<file path="src/rtl/tmr_pkg.sv">
package tmr_pkg;
  localparam logic [3:0] IDX_T1_LO  = 4'd4;
  localparam logic [3:0] IDX_T1_HI  = 4'd5;
  localparam logic [3:0] IDX_L1_LO  = 4'd6;
  localparam logic [3:0] IDX_L1_HI  = 4'd7;
  localparam logic [3:0] IDX_T2_LO  = 4'd8;
  localparam logic [3:0] IDX_T2_HI  = 4'd9;
  localparam logic [1:0] MODE_CONT  = 2'b01;
endpackage

</file>
<file path="src/rtl/tmr_reload_unit.sv">
module tmr_reload_unit #(
  parameter int W = 16
) (
  input  logic         clk_i,
  input  logic         rst_ni,
  input  logic         tick_i,
  input  logic         cont_i,
  input  logic         ld_lo_i,
  input  logic         ld_hi_i,
  input  logic         start_i,
  input  logic [7:0]   wdata_i,
  input  logic         clr_i,
  output logic [W-1:0] cnt_o,
  output logic [W-1:0] latch_o,
  output logic         flag_o,
  output logic         set_o
);
  localparam int HW = W - 8;
  localparam logic [W-1:0] ALL1 = '1;

  logic [W-1:0] cnt_q, cnt_d, latch_q, latch_d;
  logic         wrap_q, wrap_d, hit_zero, flag_q, set_q;

  always_comb begin
    latch_d = latch_q;
    if (ld_lo_i) latch_d[7:0] = wdata_i;
    if (ld_hi_i || start_i) latch_d[W-1:8] = wdata_i[HW-1:0];
    cnt_d    = cnt_q;
    wrap_d   = wrap_q;
    hit_zero = 1'b0;
    if (start_i) begin
      cnt_d  = latch_d;
      wrap_d = 1'b0;
    end else if (tick_i) begin
      if (wrap_q) begin
        cnt_d  = latch_q;       // reload after the underflow tick
        wrap_d = 1'b0;
      end else if (cnt_q == '0) begin
        cnt_d  = ALL1;
        wrap_d = 1'b1;
      end else begin
        cnt_d = cnt_q - 1'b1;
      end
      hit_zero = (cnt_d == '0);
    end
  end

  always_ff @(posedge clk_i or negedge rst_ni) begin
    if (!rst_ni) begin
      cnt_q   <= ALL1;
      latch_q <= ALL1;
      wrap_q  <= 1'b0;
      flag_q  <= 1'b0;
      set_q   <= 1'b0;
    end else begin
      cnt_q   <= cnt_d;
      latch_q <= latch_d;
      wrap_q  <= wrap_d;
      set_q   <= hit_zero && cont_i;
      if (hit_zero && cont_i) flag_q <= 1'b1;   // set beats clear
      else if (clr_i)         flag_q <= 1'b0;
    end
  end

  assign cnt_o   = cnt_q;
  assign latch_o = latch_q;
  assign flag_o  = flag_q;
  assign set_o   = set_q;
endmodule

</file>
<file path="src/rtl/tmr_oneshot_unit.sv">
module tmr_oneshot_unit #(
  parameter int W = 16
) (
  input  logic         clk_i,
  input  logic         rst_ni,
  input  logic         tick_i,
  input  logic         ld_lo_i,
  input  logic         start_i,
  input  logic [7:0]   wdata_i,
  output logic [W-1:0] cnt_o,
  output logic [7:0]   lo_o
);
  localparam int HW = W - 8;

  logic [W-1:0] cnt_q;
  logic [7:0]   lo_q;

  always_ff @(posedge clk_i or negedge rst_ni) begin
    if (!rst_ni) begin
      cnt_q <= '1;
      lo_q  <= '0;
    end else begin
      if (ld_lo_i) lo_q <= wdata_i;
      if (start_i)     cnt_q <= {wdata_i[HW-1:0], lo_q};
      else if (tick_i) cnt_q <= cnt_q - 1'b1;
    end
  end

  assign cnt_o = cnt_q;
  assign lo_o  = lo_q;
endmodule

</file>
<file path="src/rtl/dual_tick_timer.sv">
module dual_tick_timer
  import tmr_pkg::*;
#(
  parameter int W = 16
) (
  input  logic       clk_i,
  input  logic       rst_ni,
  input  logic       tick_i,
  input  logic       wr_i,
  input  logic       rd_i,
  input  logic [3:0] addr_i,
  input  logic [7:0] wdata_i,
  output logic [7:0] rdata_o,
  input  logic [1:0] t1_mode_i,
  input  logic       flag_clr_i,
  output logic       t1_flag_o,
  output logic       t1_set_o
);
  logic [W-1:0] t1_cnt, t1_latch, t2_cnt;
  logic [7:0]   t2_lo;
  logic         wr4, wr5, wr6, wr7, wr8, wr9, t1_clr;

  assign wr4 = wr_i && (addr_i == IDX_T1_LO);
  assign wr5 = wr_i && (addr_i == IDX_T1_HI);
  assign wr6 = wr_i && (addr_i == IDX_L1_LO);
  assign wr7 = wr_i && (addr_i == IDX_L1_HI);
  assign wr8 = wr_i && (addr_i == IDX_T2_LO);
  assign wr9 = wr_i && (addr_i == IDX_T2_HI);
  assign t1_clr = wr5 || wr7 || flag_clr_i || (rd_i && addr_i == IDX_T1_LO);

  tmr_reload_unit #(.W(W)) u_t1 (
    .clk_i   (clk_i),
    .rst_ni  (rst_ni),
    .tick_i  (tick_i),
    .cont_i  (t1_mode_i == MODE_CONT),
    .ld_lo_i (wr4 || wr6),
    .ld_hi_i (wr7),
    .start_i (wr5),
    .wdata_i (wdata_i),
    .clr_i   (t1_clr),
    .cnt_o   (t1_cnt),
    .latch_o (t1_latch),
    .flag_o  (t1_flag_o),
    .set_o   (t1_set_o)
  );

  tmr_oneshot_unit #(.W(W)) u_t2 (
    .clk_i   (clk_i),
    .rst_ni  (rst_ni),
    .tick_i  (tick_i),
    .ld_lo_i (wr8),
    .start_i (wr9),
    .wdata_i (wdata_i),
    .cnt_o   (t2_cnt),
    .lo_o    (t2_lo)
  );

  always_comb begin
    unique case (addr_i)
      IDX_T1_LO: rdata_o = t1_cnt[7:0];
      IDX_T1_HI: rdata_o = 8'(t1_cnt[W-1:8]);
      IDX_L1_LO: rdata_o = t1_latch[7:0];
      IDX_L1_HI: rdata_o = 8'(t1_latch[W-1:8]);
      IDX_T2_LO: rdata_o = t2_cnt[7:0];
      IDX_T2_HI: rdata_o = 8'(t2_cnt[W-1:8]);
      default:   rdata_o = 8'h00;
    endcase
  end
endmodule

</file>
<file path="config.mk">
export PLATFORM = sky130hd
export DESIGN_NAME = dual_tick_timer
export DESIGN_NICKNAME = d
export VERILOG_FILES = /design/src/rtl/tmr_pkg.sv /design/src/rtl/tmr_reload_unit.sv /design/src/rtl/tmr_oneshot_unit.sv /design/src/rtl/dual_tick_timer.sv
export SDC_FILE = /design/constraint.sdc
export NUM_CORES = 1
export LEC_CHECK = 0
export BUFFER_PORTS_ARGS = -buffer_cell sky130_fd_sc_hd__clkbuf_2
export CORE_MARGIN = 5
export CORE_UTILIZATION = 35
export CTS_CLUSTER_SIZE = 12
export DETAILED_ROUTE_END_ITERATION = 8
export PLACE_DENSITY = 0.51
export SLEW_MARGIN = 20
export SYNTH_ARGS = -nofsm -noshare
export SYNTH_HDL_FRONTEND = slang
export SYNTH_HIERARCHICAL = 1
export SYNTH_SLANG_ARGS = --single-unit
</file>
<file path="constraint.sdc">
create_clock -name clk_i -period 2.2 [get_ports clk_i]
set_clock_uncertainty 0.05 [all_clocks]
set_input_delay 0.11 -clock clk_i [delete_from_list [all_inputs] [get_ports clk_i]]
set_output_delay 0.11 -clock clk_i [all_outputs]
set_load 0.05 [all_outputs]
</file>
==> metrics.md, run 1 <==
| Metric | Value |
|---|---|
| Worst hold slack | 0.0272 ns |
| Minimum period implied by the final worst setup slack | 2.31 ns |
| FF-to-FF Start | u_t1/cnt_o[5]$_DFFE_PN1P_ |
| Std-Cell Core Area | 10900 sq um |
| Drt via density | 5.63 |
| Peak supply drop | 0.741 mV |
| Clock root buffer | clkbuf_16 |
| Synthesized area per cell | 9.69 sq um |
| Instance area at placement | 4700 sq um |
| Clock-pin slew of the registers on the worst-case setup and hold paths | 0.05 ns |
| Number of global-route vias before repair | 3542 |
| Row count | 38 |
| Portion of synthesized cell area occupied by the leading cell type | 31.9% |
| Drt initial violations | 256 |
| Bufs on Longest Clock Path | 2 |
| Transition time at the pin with the least slew margin | 0.669 ns |
| Instance count of the mapped netlist | 408 |
| Maximum fanout encountered on the critical timing path | 5 |
| Share of flip-flops with an asynchronous set or reset | 100% |
| Sinks on Clock Net | 59 |
| Count of unique library cells instantiated by Yosys | 70 |
| Wire length of the first global-routing pass | 19500 um |
| Remaining number of nets flagged by the antenna check after routing | 0 |
| Dominant synthesized flop cell | dfstp_2 |
| Post-Route WL | 12300 um |
| Count of max-cap constraint violations | 0 |
| Worst Setup Slack post-DPL | -0.203 ns |
| Avg WL per Cell | 19.7 um |
| Fraction of the yosys area taken by sequential cells | 38.8% |
| Kind of path behind the tightest hold check | in -> reg |
| Violations in the final reports | setup timing |
| Register-to-register setup slack | -0.11 ns |
| Worst reg2reg path endpoint | u_t1/flag_o$_DFFE_PN0P_ |
| Cell area after layout | 5170 sq um |
| Number of antenna violations at the first check in global routing | 0 |
| Final critical-path setup slack | -0.106 ns |
| Critical path capture point type | flop |
| Final critical-path share of the clock period | 105% |
| Overall track demand over capacity in global routing | 19.0% |
| Count of endpoints failing setup in the final report | 2 |
| Leading cell types in the layout, fill and taps excluded | buf_4, dfstp_2, nand2_1 |
| Largest net degree at the start of global routing | 60 |
| Die Outline Area | 13500 sq um |
| Congestion Overflow GR | 0 |
| Most common cell after layout, fill and taps aside | buf_4 |
| Capturing element of the worst setup path | u_t1/flag_o$_DFFE_PN0P_ |
| Synthesized area | 3960 sq um |
| Layout cells sized above 1 | 43.6% |
| Leakage power figure | 0.00204 uW |
| Port Buffer Count | 29 |
| Post-synth EDFFs | 0 |
| Arrival time of the worst setup path | 2.49 ns |
| Warnings, synthesis | 6 |
| Final RePlAce weighted congestion | 0.881 |
| Via Count | 3501 |
| Synth area leaders | dfstp_2, mux2_2, dfrtp_1 |
| H-Tree Level Count | 3 |
| Relative slew margins | 55.2% |
| R2R cell count | 6 |
| Post-route setup TNS | -0.152 ns |
| Net count of the mapped netlist | 431 |
| Count of antenna diodes in the layout | 0 |
| X dimension of the die | 116 um |
| RSZ-0062 raised after global routing | true |
| Worst-skew pair later-pin latency | 0.33 ns |
| DRC violations left | 0 |
| Initial core utilization | 36.2% |
| Hpwl dp | 8860 um |
| Largest area contributor in the netlist | dfstp_2 |
| TritonCTS clock tree | done |
| Critical path startpoint category | flop |
| Number of max-slew violations in the final report | 0 |
| Fmax | 434 MHz |
| Final hold violation count | 0 |
| Total of flip-flops plus latches after synthesis | 59 |
| Worst setup path startpoint | u_t1/cnt_o[5]$_DFFE_PN1P_ |
| Final cell utilization of the core | 47.3% |
| Endpoint required time on the critical path | 2.39 ns |
| Fill cells | 1040 |
| Power density over the cells | 1200 nW/um^2 |
| Kind of critical path | reg -> reg |
| Layout net count | 500 |
| Area Overhead vs Synth | 30.7% |
| Run status | finished, violations left |
| Die height | 116 um |
| # IOs | 30 |
| Clock buffer count from CTS | 9 |
| DR pass1 iterations | 5 |
[Yosys cell counts (all sizes together), types with 4 or more instances]
cell / number
o21ai: 49
nor4b: 4
a21oi: 10
a211oi: 4
or4: 5
xnor2: 12
nor4: 7
inv: 8
and2: 4
a22oi: 9
nand3: 10
xor2: 10
a222oi: 7
or3: 4
nor3: 7
nand2b: 5
clkbuf: 20
nor2: 20
mux2: 34
nand2: 37
dfrtp: 11
dfstp: 48
a21o: 8
mux2i: 4
buf: 10
[area by class of cell]
cell class	instances	area, sq um	share of cell area [%]
multi-input cells	310	2320	44.9
flip-flops and latches	59	1540	29.7
repair buffers	88	752	14.5
clock buffers	10	239	4.62
well taps	140	175	3.39
clock inverters	6	111	2.15
inverters	9	33.8	0.654
[worst max-delay path, cell delays in order, from the launching register on]
cell and delay [ns]:
dfstp_2 0.37, or4_4 0.59, o31ai_4 0.22, a32oi_1 0.13, nor4_2 0.38, o2111ai_2 0.21
o31ai_1 0.26
[where the power goes]
part / switching, uW / internal, uW / leakage [uW] / total [uW]
combinational: 1220 / 1160 / 0.00123 / 2380
clock: 530 / 1140 / 0.000169 / 1670
sequential: 444 / 1720 / 0.000643 / 2160
total: 2190 / 4010 / 0.00204 / 6200
[how the worst min path moves through the flow]
stage	cells after the start	from	endpoint
final	3	wdata_i[1]	u_t2/cnt_o[9]$_DFFE_PN1P_
after global routing	3	wdata_i[0]	u_t2/cnt_o[8]$_DFFE_PN1P_
after CTS	3	wdata_i[0]	u_t2/cnt_o[8]$_DFFE_PN1P_
after detailed placement	2	rst_ni	u_t1/set_o$_DFF_PN0_
after global placement	2	rst_ni	u_t1/set_o$_DFF_PN0_
after floorplan	0	rst_ni	u_t1/flag_o$_DFFE_PN0P_
[cell families (layout without fill, tap and decap cells)]
family	count (synthesis)	after routing	share of synthesized area, %
muxes	38	38	10.7
AOI/OAI and AO/OA	117	117	20.2
and+or+nand+nor	130	130	19.6
buffers and inverters	39	113	4.84
xor gates and xnor gates	22	22	4.87
adders and majority gates	3	3	0.949
DFF	59	59	38.8
[per-layer routing]
metal / vias to the layer above / track usage [%] / wire length (um)
met3: 14 / 3.47 / 479
met4: 0 / 6.81 / 206
met2: 98 / 29.4 / 5560
met1: 1727 / 26.7 / 6030
li1: 1662 / - / -
met5: - / 0 / 0
[state kept, by name, indices dropped and copies added (netlist names)]
signal	count
u_t1/flag_o	1
u_t1/latch_o	16
u_t2/cnt_o	16
u_t1/wrap_q	1
u_t2/lo_o	8
u_t1/cnt_o	16
u_t1/set_o	1
[what timing repair did]
action                                  in CTS  in global routing
gates resized for setup                      9                 11
endpoints found under the hold margin       13                  0
pin swaps                                    5                  7
endpoints found under the setup margin      14                 11
cloned                                       0                  0
hold buffers                                 3                  0
buffers inserted                             0                  1
[stage by stage]
| step | total power, uW | cells |
|---|---|---|
| after global routing | 6530 | 622 |
| after CTS | 6150 | 621 |
| after floorplan | 3500 | 408 |
| after global placement | 4360 | 602 |
| after detailed placement | 4380 | 602 |
| final | 6200 | 622 |
No activity file was read; power rests on OpenSTA's default activity.
==> inputs of run 2 (changes only) <==
--- a/config.mk
+++ b/config.mk
@@ -5,12 +5,14 @@
 export SDC_FILE = /design/constraint.sdc
 export NUM_CORES = 1
 export LEC_CHECK = 0
+export ABC_AREA = 1
 export BUFFER_PORTS_ARGS = -buffer_cell sky130_fd_sc_hd__clkbuf_2
 export CORE_MARGIN = 5
 export CORE_UTILIZATION = 35
 export CTS_CLUSTER_SIZE = 12
 export DETAILED_ROUTE_END_ITERATION = 8
 export PLACE_DENSITY = 0.51
+export SKIP_LAST_GASP = 1
 export SLEW_MARGIN = 20
 export SYNTH_ARGS = -nofsm -noshare
 export SYNTH_HDL_FRONTEND = slang
==> run 2 against run 1 <==
The run now ends clean. Critical path depth grew 7. Clock power shrank 11%. Clock-buffer cell count grew 5. Sequential share of layout area grew 2.2 points. Combinational power shrank 3%. Critical endpoint unchanged. Largest cell class unchanged. Largest power group unchanged.
==> metrics.md, run 2 <==
| Metric | Value |
|---|---|
| Run status | finished clean |
| Fmax | 493 MHz (+14%) |
| DR WL met2 | 6440 um (+16%) |
| Number of antenna violations at the first check in global routing | 0 (unchanged) |
| Leading cell types in the layout, fill and taps excluded | nand2_1, nor2_1, inv_1 |
| Register-to-register setup slack | 0.17 ns (+0.28 ns) |
| Clock-pin slew of the registers on the worst-case setup and hold paths | 0.05 ns (about the same) |
| Initial core utilization | 36.0% (-0.22 points) |
| Overall track demand over capacity in global routing | 19.7% (+0.65 points) |
| Endpoint required time on the critical path | 2.42 ns (+0.03 ns) |
| Worst-skew pair later-pin latency | 0.33 ns (about the same) |
| Most used standard cell by instance count after synthesis | nand2_1 |
| Metal1 wirelength | 5880 um (-2.5%) |
| Dominant synthesized flop cell | dfstp_2 |
| Std-Cell Core Area | 11500 sq um (+5.3%) |
| Port Buffer Count | 29 (unchanged) |
| Final critical-path setup slack | 0.171 ns (+0.278 ns) |
| TritonCTS clock tree | done |
| Area Overhead vs Synth | 16.2% |
| Die Outline Area | 14100 sq um (+4.3%) |
| Layout net count | 657 (+31%) |
| DRC violations left | 0 (unchanged) |
| Critical path capture point type | flop |
| Synthesized area | 4140 sq um (+4.7%) |
| Portion of synthesized cell area occupied by the leading cell type | 30.5% (-1.4 points) |
| Die height | 119 um (+2.1%) |
| Clock buffer count from CTS | 9 (unchanged) |
| Hpwl dp | 10000 um (+13%) |
| Capturing element of the worst setup path | u_t1/flag_o$_DFFE_PN0P_ |
| # IOs | 30 (unchanged) |
| Worst hold slack | 0.0593 ns (+0.0321 ns) |
| Sinks on Clock Net | 59 (unchanged) |
| Warnings, synthesis | 6 (unchanged) |
| Share of flip-flops with an asynchronous set or reset | 100% (unchanged) |
| Cell types with the highest counts after synthesis | nand2_1, nor2_1, inv_1, nand3_1, dfstp_2 |
| R2R cell count | 13 (+7) |
| Total of flip-flops plus latches after synthesis | 59 (unchanged) |
| Routed met3 length | 731 um (+53%) |
| Maximum fanout encountered on the critical timing path | 7 (+2) |
| DR pass1 iterations | 5 (unchanged) |
| Largest net degree at the start of global routing | 60 (unchanged) |
| H-Tree Level Count | 3 (unchanged) |
| Remaining number of nets flagged by the antenna check after routing | 0 (unchanged) |
| Count of antenna diodes in the layout | 0 (unchanged) |
| Drt via density | 5.11 (-9.2%) |
| Final hold violation count | 0 (unchanged) |
| Transition time at the pin with the least slew margin | 0.921 ns (+0.251 ns) |
| Count of endpoints failing setup in the final report | 0 (-2) |
| Layout cells sized above 1 | 24.7% (-19 points) |
| Post-synth EDFFs | 0 (unchanged) |
| Bufs on Longest Clock Path | 2 (unchanged) |
| Post-Route WL | 13300 um (+8.3%) |
| Via Count | 3995 (+14%) |
| Wire length of the first global-routing pass | 21700 um (+11%) |
| Count of max-cap constraint violations | 0 (unchanged) |
| Worst setup path startpoint | u_t1/cnt_o[0]$_DFFE_PN1P_ |
| Congestion Overflow GR | 0 (unchanged) |
| Most common cell after layout, fill and taps aside | nand2_1 |
| Arrival time of the worst setup path | 2.25 ns (-0.24 ns) |
| Top Layer Used | met4 |
| Net count of the mapped netlist | 619 (+44%) |
| Clock root buffer | clkbuf_16 |
| Number of max-slew violations in the final report | 0 (unchanged) |
| Kind of path behind the tightest hold check | in -> reg |
| Number of global-route vias before repair | 4040 (+14%) |
| Fraction of the yosys area taken by sequential cells | 37.1% (-1.7 points) |
| Leakage power figure | 0.00240 uW (+18%) |
| Largest area contributor in the netlist | dfstp_2 |
| Fill cells | 1224 (+18%) |
| FF-to-FF Start | u_t1/cnt_o[0]$_DFFE_PN1P_ |
| Final critical-path share of the clock period | 92.2% (-13 points) |
| Minimum period implied by the final worst setup slack | 2.03 ns (-0.278 ns) |
| Row count | 39 (+2.6%) |
| Final RePlAce weighted congestion | 0.876 (-0.48%) |
| Critical path startpoint category | flop |
| Peak supply drop | 0.707 mV (-4.5%) |
| Kind of critical path | reg -> reg |
| Synthesized area per cell | 6.95 sq um (-28%) |
| Power density over the cells | 1250 nW/um^2 (+3.8%) |
| Relative slew margins | 38.4% (-17 points) |
| Instance count of the mapped netlist | 596 (+46%) |
| Count of unique library cells instantiated by Yosys | 37 (-47%) |
| Synth area leaders | dfstp_2, nand2_1, nor2_1 |
| Worst reg2reg path endpoint | u_t1/flag_o$_DFFE_PN0P_ |
| Avg WL per Cell | 17.0 um (-14%) |
| Worst Setup Slack post-DPL | 0.199 ns (+0.401 ns) |
| X dimension of the die | 119 um (+2.1%) |
| Drt initial violations | 250 (-2.3%) |
run 2: how the worst min path moves through the flow:
stage	start	endpoint	slack, ns	cells after the start
final	wdata_i[7]	u_t1/latch_o[15]$_DFF_PN1_	0.06	3
after global routing	wdata_i[6]	u_t1/latch_o[14]$_DFF_PN1_	0.06	3
after CTS	wdata_i[7]	u_t1/cnt_o[15]$_DFFE_PN1P_	0.06	3
after global placement	rst_ni	u_t1/set_o$_DFF_PN0_	0.10	2
after floorplan	rst_ni	u_t1/flag_o$_DFFE_PN0P_	-0.24	0
after detailed placement	rst_ni	u_t1/flag_o$_DFFE_PN0P_	0.10	2
run 2: layout make-up:
cell class,instances,area (sq um),area share [%]
clock buffers,15,288,5.98
well taps,143,179,3.72
flip-flops and latches,59,1540,31.9
multi-input cells,443,2220,46.2
clock inverters,1,30.0,0.624
repair buffers,42,258,5.36
inverters,79,297,6.16
run 2: cells by family (layout without fill, tap and decap cells):
group           after synthesis  count (layout)  synth area share [%]
mux                           9               9                  2.45
simple gates                365             365                  39.0
flops                        59              59                  37.1
buf+inv                      94             137                  9.43
fa+ha+maj                     3               3                 0.907
compound gates               60              60                  9.61
xor+xnor                      6               6                  1.45
run 2: per-stage QoR:
step | cell area, sq um | total power (uW) | util, % | TNS [ns] | instances
final | 4810 | 5990 | 41.8 | 0 | 782
after global routing | 4810 | 6450 | 41.8 | -0.00544 | 782
after CTS | 4810 | 6000 | 41.7 | 0 | 782
after detailed placement | 4480 | 4480 | 38.9 | 0 | 765
after global placement | 4480 | 4450 | 38.9 | 0 | 765
after floorplan | 4140 | 3820 | - | 0 | 596
run 2: routing by layer:
layer	track usage [%]	up-vias
met2	32.8	122
met4	5.87	0
met3	4.25	22
met1	25.7	1873
li1	-	1978
met5	0	-
run 2: what timing repair did:
item	CTS	global route
resized for setup	0	2
buffers inserted	0	0
hold endpoints to repair	11	0
hold buffers	1	0
setup endpoints to repair	0	2
run 2: report_power, final:
part           internal, uW  total [uW]  switching (uW)
Sequential             1690        2210             515
Clock                  1000        1480             483
Combinational           807        2300            1490
run 2: worst max-delay path, stage by stage, from the launching register on:
cell and delay, ns:
dfstp_2 0.54, inv_1 0.10, ha_1 0.22, nand2_1 0.08
nor2_1 0.07, nand2_4 0.12, nand2_4 0.08, nor2_1 0.14
nor2_1 0.07, nor2_1 0.09, nand2_1 0.06, nor2_1 0.16
nand3_2 0.11, nand2_1 0.07
==> inputs of run 3 (changes only) <==
==> constraint.sdc (replaced) <==
create_clock -name clk_i -period 1.8 [get_ports clk_i]
set_clock_uncertainty 0.05 [all_clocks]
set_input_delay 0.09 -clock clk_i [delete_from_list [all_inputs] [get_ports clk_i]]
set_output_delay 0.09 -clock clk_i [all_outputs]
set_load 0.05 [all_outputs]
==> run 3 against run 2 <==
The flow now finishes with violations (setup timing). Critical path depth decreased by 1. Clock-buffer cell count decreased by 3. Non-clock buffer count is 36 higher. Clock power up 16%. Global-route usage grew 0.58 points. Via count rose by 4.3%. Sequential cell count unchanged. Worst setup slack worse by 0.24 ns. Worst hold slack worse by 0.053 ns. Wire length rose by 2.3%. First-iteration DRC count increased by 1.6%. Largest cell class unchanged. Highest routed layer unchanged.
==> metrics.md, run 3 (same netlist as run 2, synthesis figures left out) <==
| Metric | Value |
|---|---|
| Clock root buffer | clkbuf_16 |
| Longest individual stage delay on the worst path | 0.55 ns (about the same) |
| Wire length of the first global-routing pass | 22500 um (+3.6%) |
| Count of max-cap constraint violations | 0 (unchanged) |
| Bufs on Longest Clock Path | 2 (unchanged) |
| Number of antenna violations at the first check in global routing | 0 (unchanged) |
| Post-Route WL | 13600 um (+2.3%) |
| Layout cells sized above 1 | 31.9% (+7.1 points) |
| RSZ-0062 raised after global routing | true |
| Critical path capture point type | flop |
| Layout net count | 693 (+5.5%) |
| Fmax | 534 MHz (+8.3%) |
| Internal power | 4740 uW (+35%) |
| Congestion Overflow GR | 0 (unchanged) |
| Power share of the clock group | 21.3% (-3.4 points) |
| Register-to-register setup slack | -0.07 ns (-0.24 ns) |
| Kind of path behind the tightest hold check | in -> reg |
| Net Switching | 3340 uW (+34%) |
| Worst hold slack | 0.00641 ns (-0.0529 ns) |
| Transition time at the pin with the least slew margin | 0.419 ns (-0.502 ns) |
| Hpwl dp | 10300 um (+2.4%) |
| Cell family contributing the most delay on the critical path | simple AND/OR/NAND/NOR gates |
| Run status | finished, violations left |
| Leading cell types in the layout, fill and taps excluded | nand2_1, nor2_1, inv_1 |
| Fraction of power consumed by combinational cells | 45.8% (+7.4 points) |
| # IOs | 30 (unchanged) |
| Leakage power figure | 0.00261 uW (+8.5%) |
| Worst-skew pair later-pin latency | 0.33 ns (about the same) |
| Area Overhead vs Synth | 27.7% |
| Maximum fanout encountered on the critical timing path | 7 (unchanged) |
| Clock-pin slew of the registers on the worst-case setup and hold paths | 0.05 ns (about the same) |
| Count of endpoints failing setup in the final report | 2 (+2) |
| Die Outline Area | 14100 sq um (unchanged) |
| Number of max-slew violations in the final report | 0 (unchanged) |
| Cell-by-cell listing of the critical path | inv_4 > ha_4 > nand2_4 > nor2_4 > nand2_4 > nand2_4 > buf_4 > nor2_1 > a21oi_2 > nor2_2 > nand3_2 > nand2_1 |
| Slowest-stage cell, CP | dfstp_2 |
| Final critical-path share of the clock period | 104% (+12 points) |
| Final RePlAce weighted congestion | 0.870 (-0.70%) |
| Instance area at placement | 4800 sq um (+7.2%) |
| Critical path startpoint category | flop |
| TritonCTS clock tree | done |
| Die height | 119 um (unchanged) |
| Dpl cells | 792 (+3.5%) |
| Clock buffer count from CTS | 9 (unchanged) |
| Via Count | 4168 (+4.3%) |
| Endpoint required time on the critical path | 2.02 ns (-0.40 ns) |
| Kind of critical path | reg -> reg |
| Initial core utilization | 36.0% (unchanged) |
| X dimension of the die | 119 um (unchanged) |
| Drt via density | 5.10 (-0.26%) |
| Cell area after layout | 5290 sq um (+9.9%) |
| Worst Setup Slack post-DPL | -0.101 ns (-0.300 ns) |
| Seq pwr share | 32.8% (-4.1 points) |
| Final hold violation count | 0 (unchanged) |
| Peak supply drop | 0.598 mV (-15%) |
| WP buf/inv | 2 (+1) |
| Largest net degree at the start of global routing | 60 (unchanged) |
| Minimum period implied by the final worst setup slack | 1.87 ns (-0.156 ns) |
| Row count | 39 (unchanged) |
| Count of antenna diodes in the layout | 0 (unchanged) |
| Worst setup path startpoint | u_t1/cnt_o[0]$_DFFE_PN1P_ |
| Arrival time of the worst setup path | 2.09 ns (-0.16 ns) |
| Overall track demand over capacity in global routing | 20.3% (+0.58 points) |
| Worst Min Path Start | wdata_i[7] |
| Final critical-path setup slack | -0.0728 ns (-0.244 ns) |
| Fill cells | 1180 (-3.6%) |
| Drt initial violations | 254 (+1.6%) |
| H-Tree Level Count | 3 (unchanged) |
| Relative slew margins | 72.0% (+34 points) |
| Most common cell after layout, fill and taps aside | nand2_1 |
| Filler-free cell count of the finished design | 818 (+4.6%) |
| Power density over the cells | 1530 nW/um^2 (+23%) |
| Violations in the final reports | setup timing |
| Remaining number of nets flagged by the antenna check after routing | 0 (unchanged) |
| Number of global-route vias before repair | 4365 (+8.0%) |
| FF-to-FF Start | u_t1/cnt_o[0]$_DFFE_PN1P_ |
| Std-Cell Core Area | 11500 sq um (unchanged) |
| DRC violations left | 0 (unchanged) |
| Most repeated library cell on the critical path | nand2_4 |
| Switching share of total power | 41.4% (-0.20 points) |
| DR pass1 iterations | 5 (unchanged) |
| Avg WL per Cell | 16.6 um (-2.2%) |
| Port Buffer Count | 29 (unchanged) |
| Post-route setup TNS | -0.137 ns (-0.137 ns) |
| Sinks on Clock Net | 59 (unchanged) |
-- run 3: changes by cell type in the layout (fill, tap and decap cells not counted), moves of 3 or more --
cell,delta
clkbuf_2,-8
buf_12,+8
inv_1,-4
nor2_1,-10
inv_4,+4
buf_4,+36
nand2_1,-4
nor2_4,+4
nor2_2,+6
clkbuf_8,-3
-- run 3: worst register-to-register path, cell delays in order (launching register included) --
cell	delay, ns
dfstp_2	0.55
inv_4	0.06
ha_4	0.16
nand2_4	0.06
nor2_4	0.04
nand2_4	0.11
nand2_4	0.10
buf_4	0.15
nor2_1	0.12
a21oi_2	0.08
nor2_2	0.15
nand3_2	0.12
nand2_1	0.07
-- run 3: final timing paths --
check	endpoint	cells after the start
max in group asynchronous	u_t1/cnt_o[13]$_DFFE_PN1P_	3
setup / recovery	u_t1/flag_o$_DFFE_PN0P_	12
hold reg to reg	u_t1/latch_o[8]$_DFF_PN1_	2
hold / removal	u_t1/latch_o[15]$_DFF_PN1_	3
min in group asynchronous	u_t1/wrap_q$_DFFE_PN0P_	3
setup reg to reg	u_t1/flag_o$_DFFE_PN0P_	12
-- run 3: final cells by class --
| type | instances | area [sq um] | area share (%) |
|---|---|---|---|
| clock inverters | 4 | 50.0 | 0.947 |
| well taps | 143 | 179 | 3.38 |
| multi-input cells | 443 | 2320 | 43.9 |
| clock buffers | 12 | 246 | 4.66 |
| inverters | 79 | 307 | 5.80 |
| repair buffers | 78 | 648 | 12.3 |
| flip-flops and latches | 59 | 1540 | 29.1 |
-- run 3: repair_timing --
| action | CTS | global route |
|---|---|---|
| pin swaps | 11 | 8 |
| hold buffers | 1 | 0 |
| gates resized for setup | 22 | 13 |
| buffers inserted | 3 | 6 |
| setup endpoints to repair | 4 | 9 |
| hold endpoints to repair | 11 | 0 |
-- run 3: routing by layer --
layer  GRT usage, %  up-vias  share of wire [%]
met5              0        -                  0
met4           9.05        0                2.5
met3           4.06       23                5.4
met2           34.2      100                 50
met1           25.0     2001                 42
li1               -     2044                  -
-- run 3: stage by stage --
step / total power (uW) / utilization, %
2_1_floorplan: 4670 / -
3_3_place_gp: 5930 / 41.7
3_5_place_dp: 5980 / 41.7
4_1_cts: 7930 / 45.1
5_1_grt: 8690 / 45.9
6_report: 8080 / 45.9
-- run 3: power by group through the flow --
stage	registers (uW)	clock network, uW	logic [uW]
3_3_place_gp	2630	0	3300
2_1_floorplan	2480	0	2190
3_5_place_dp	2650	0	3330
6_report	2650	1720	3700
4_1_cts	2640	1760	3530
5_1_grt	2730	1820	4150
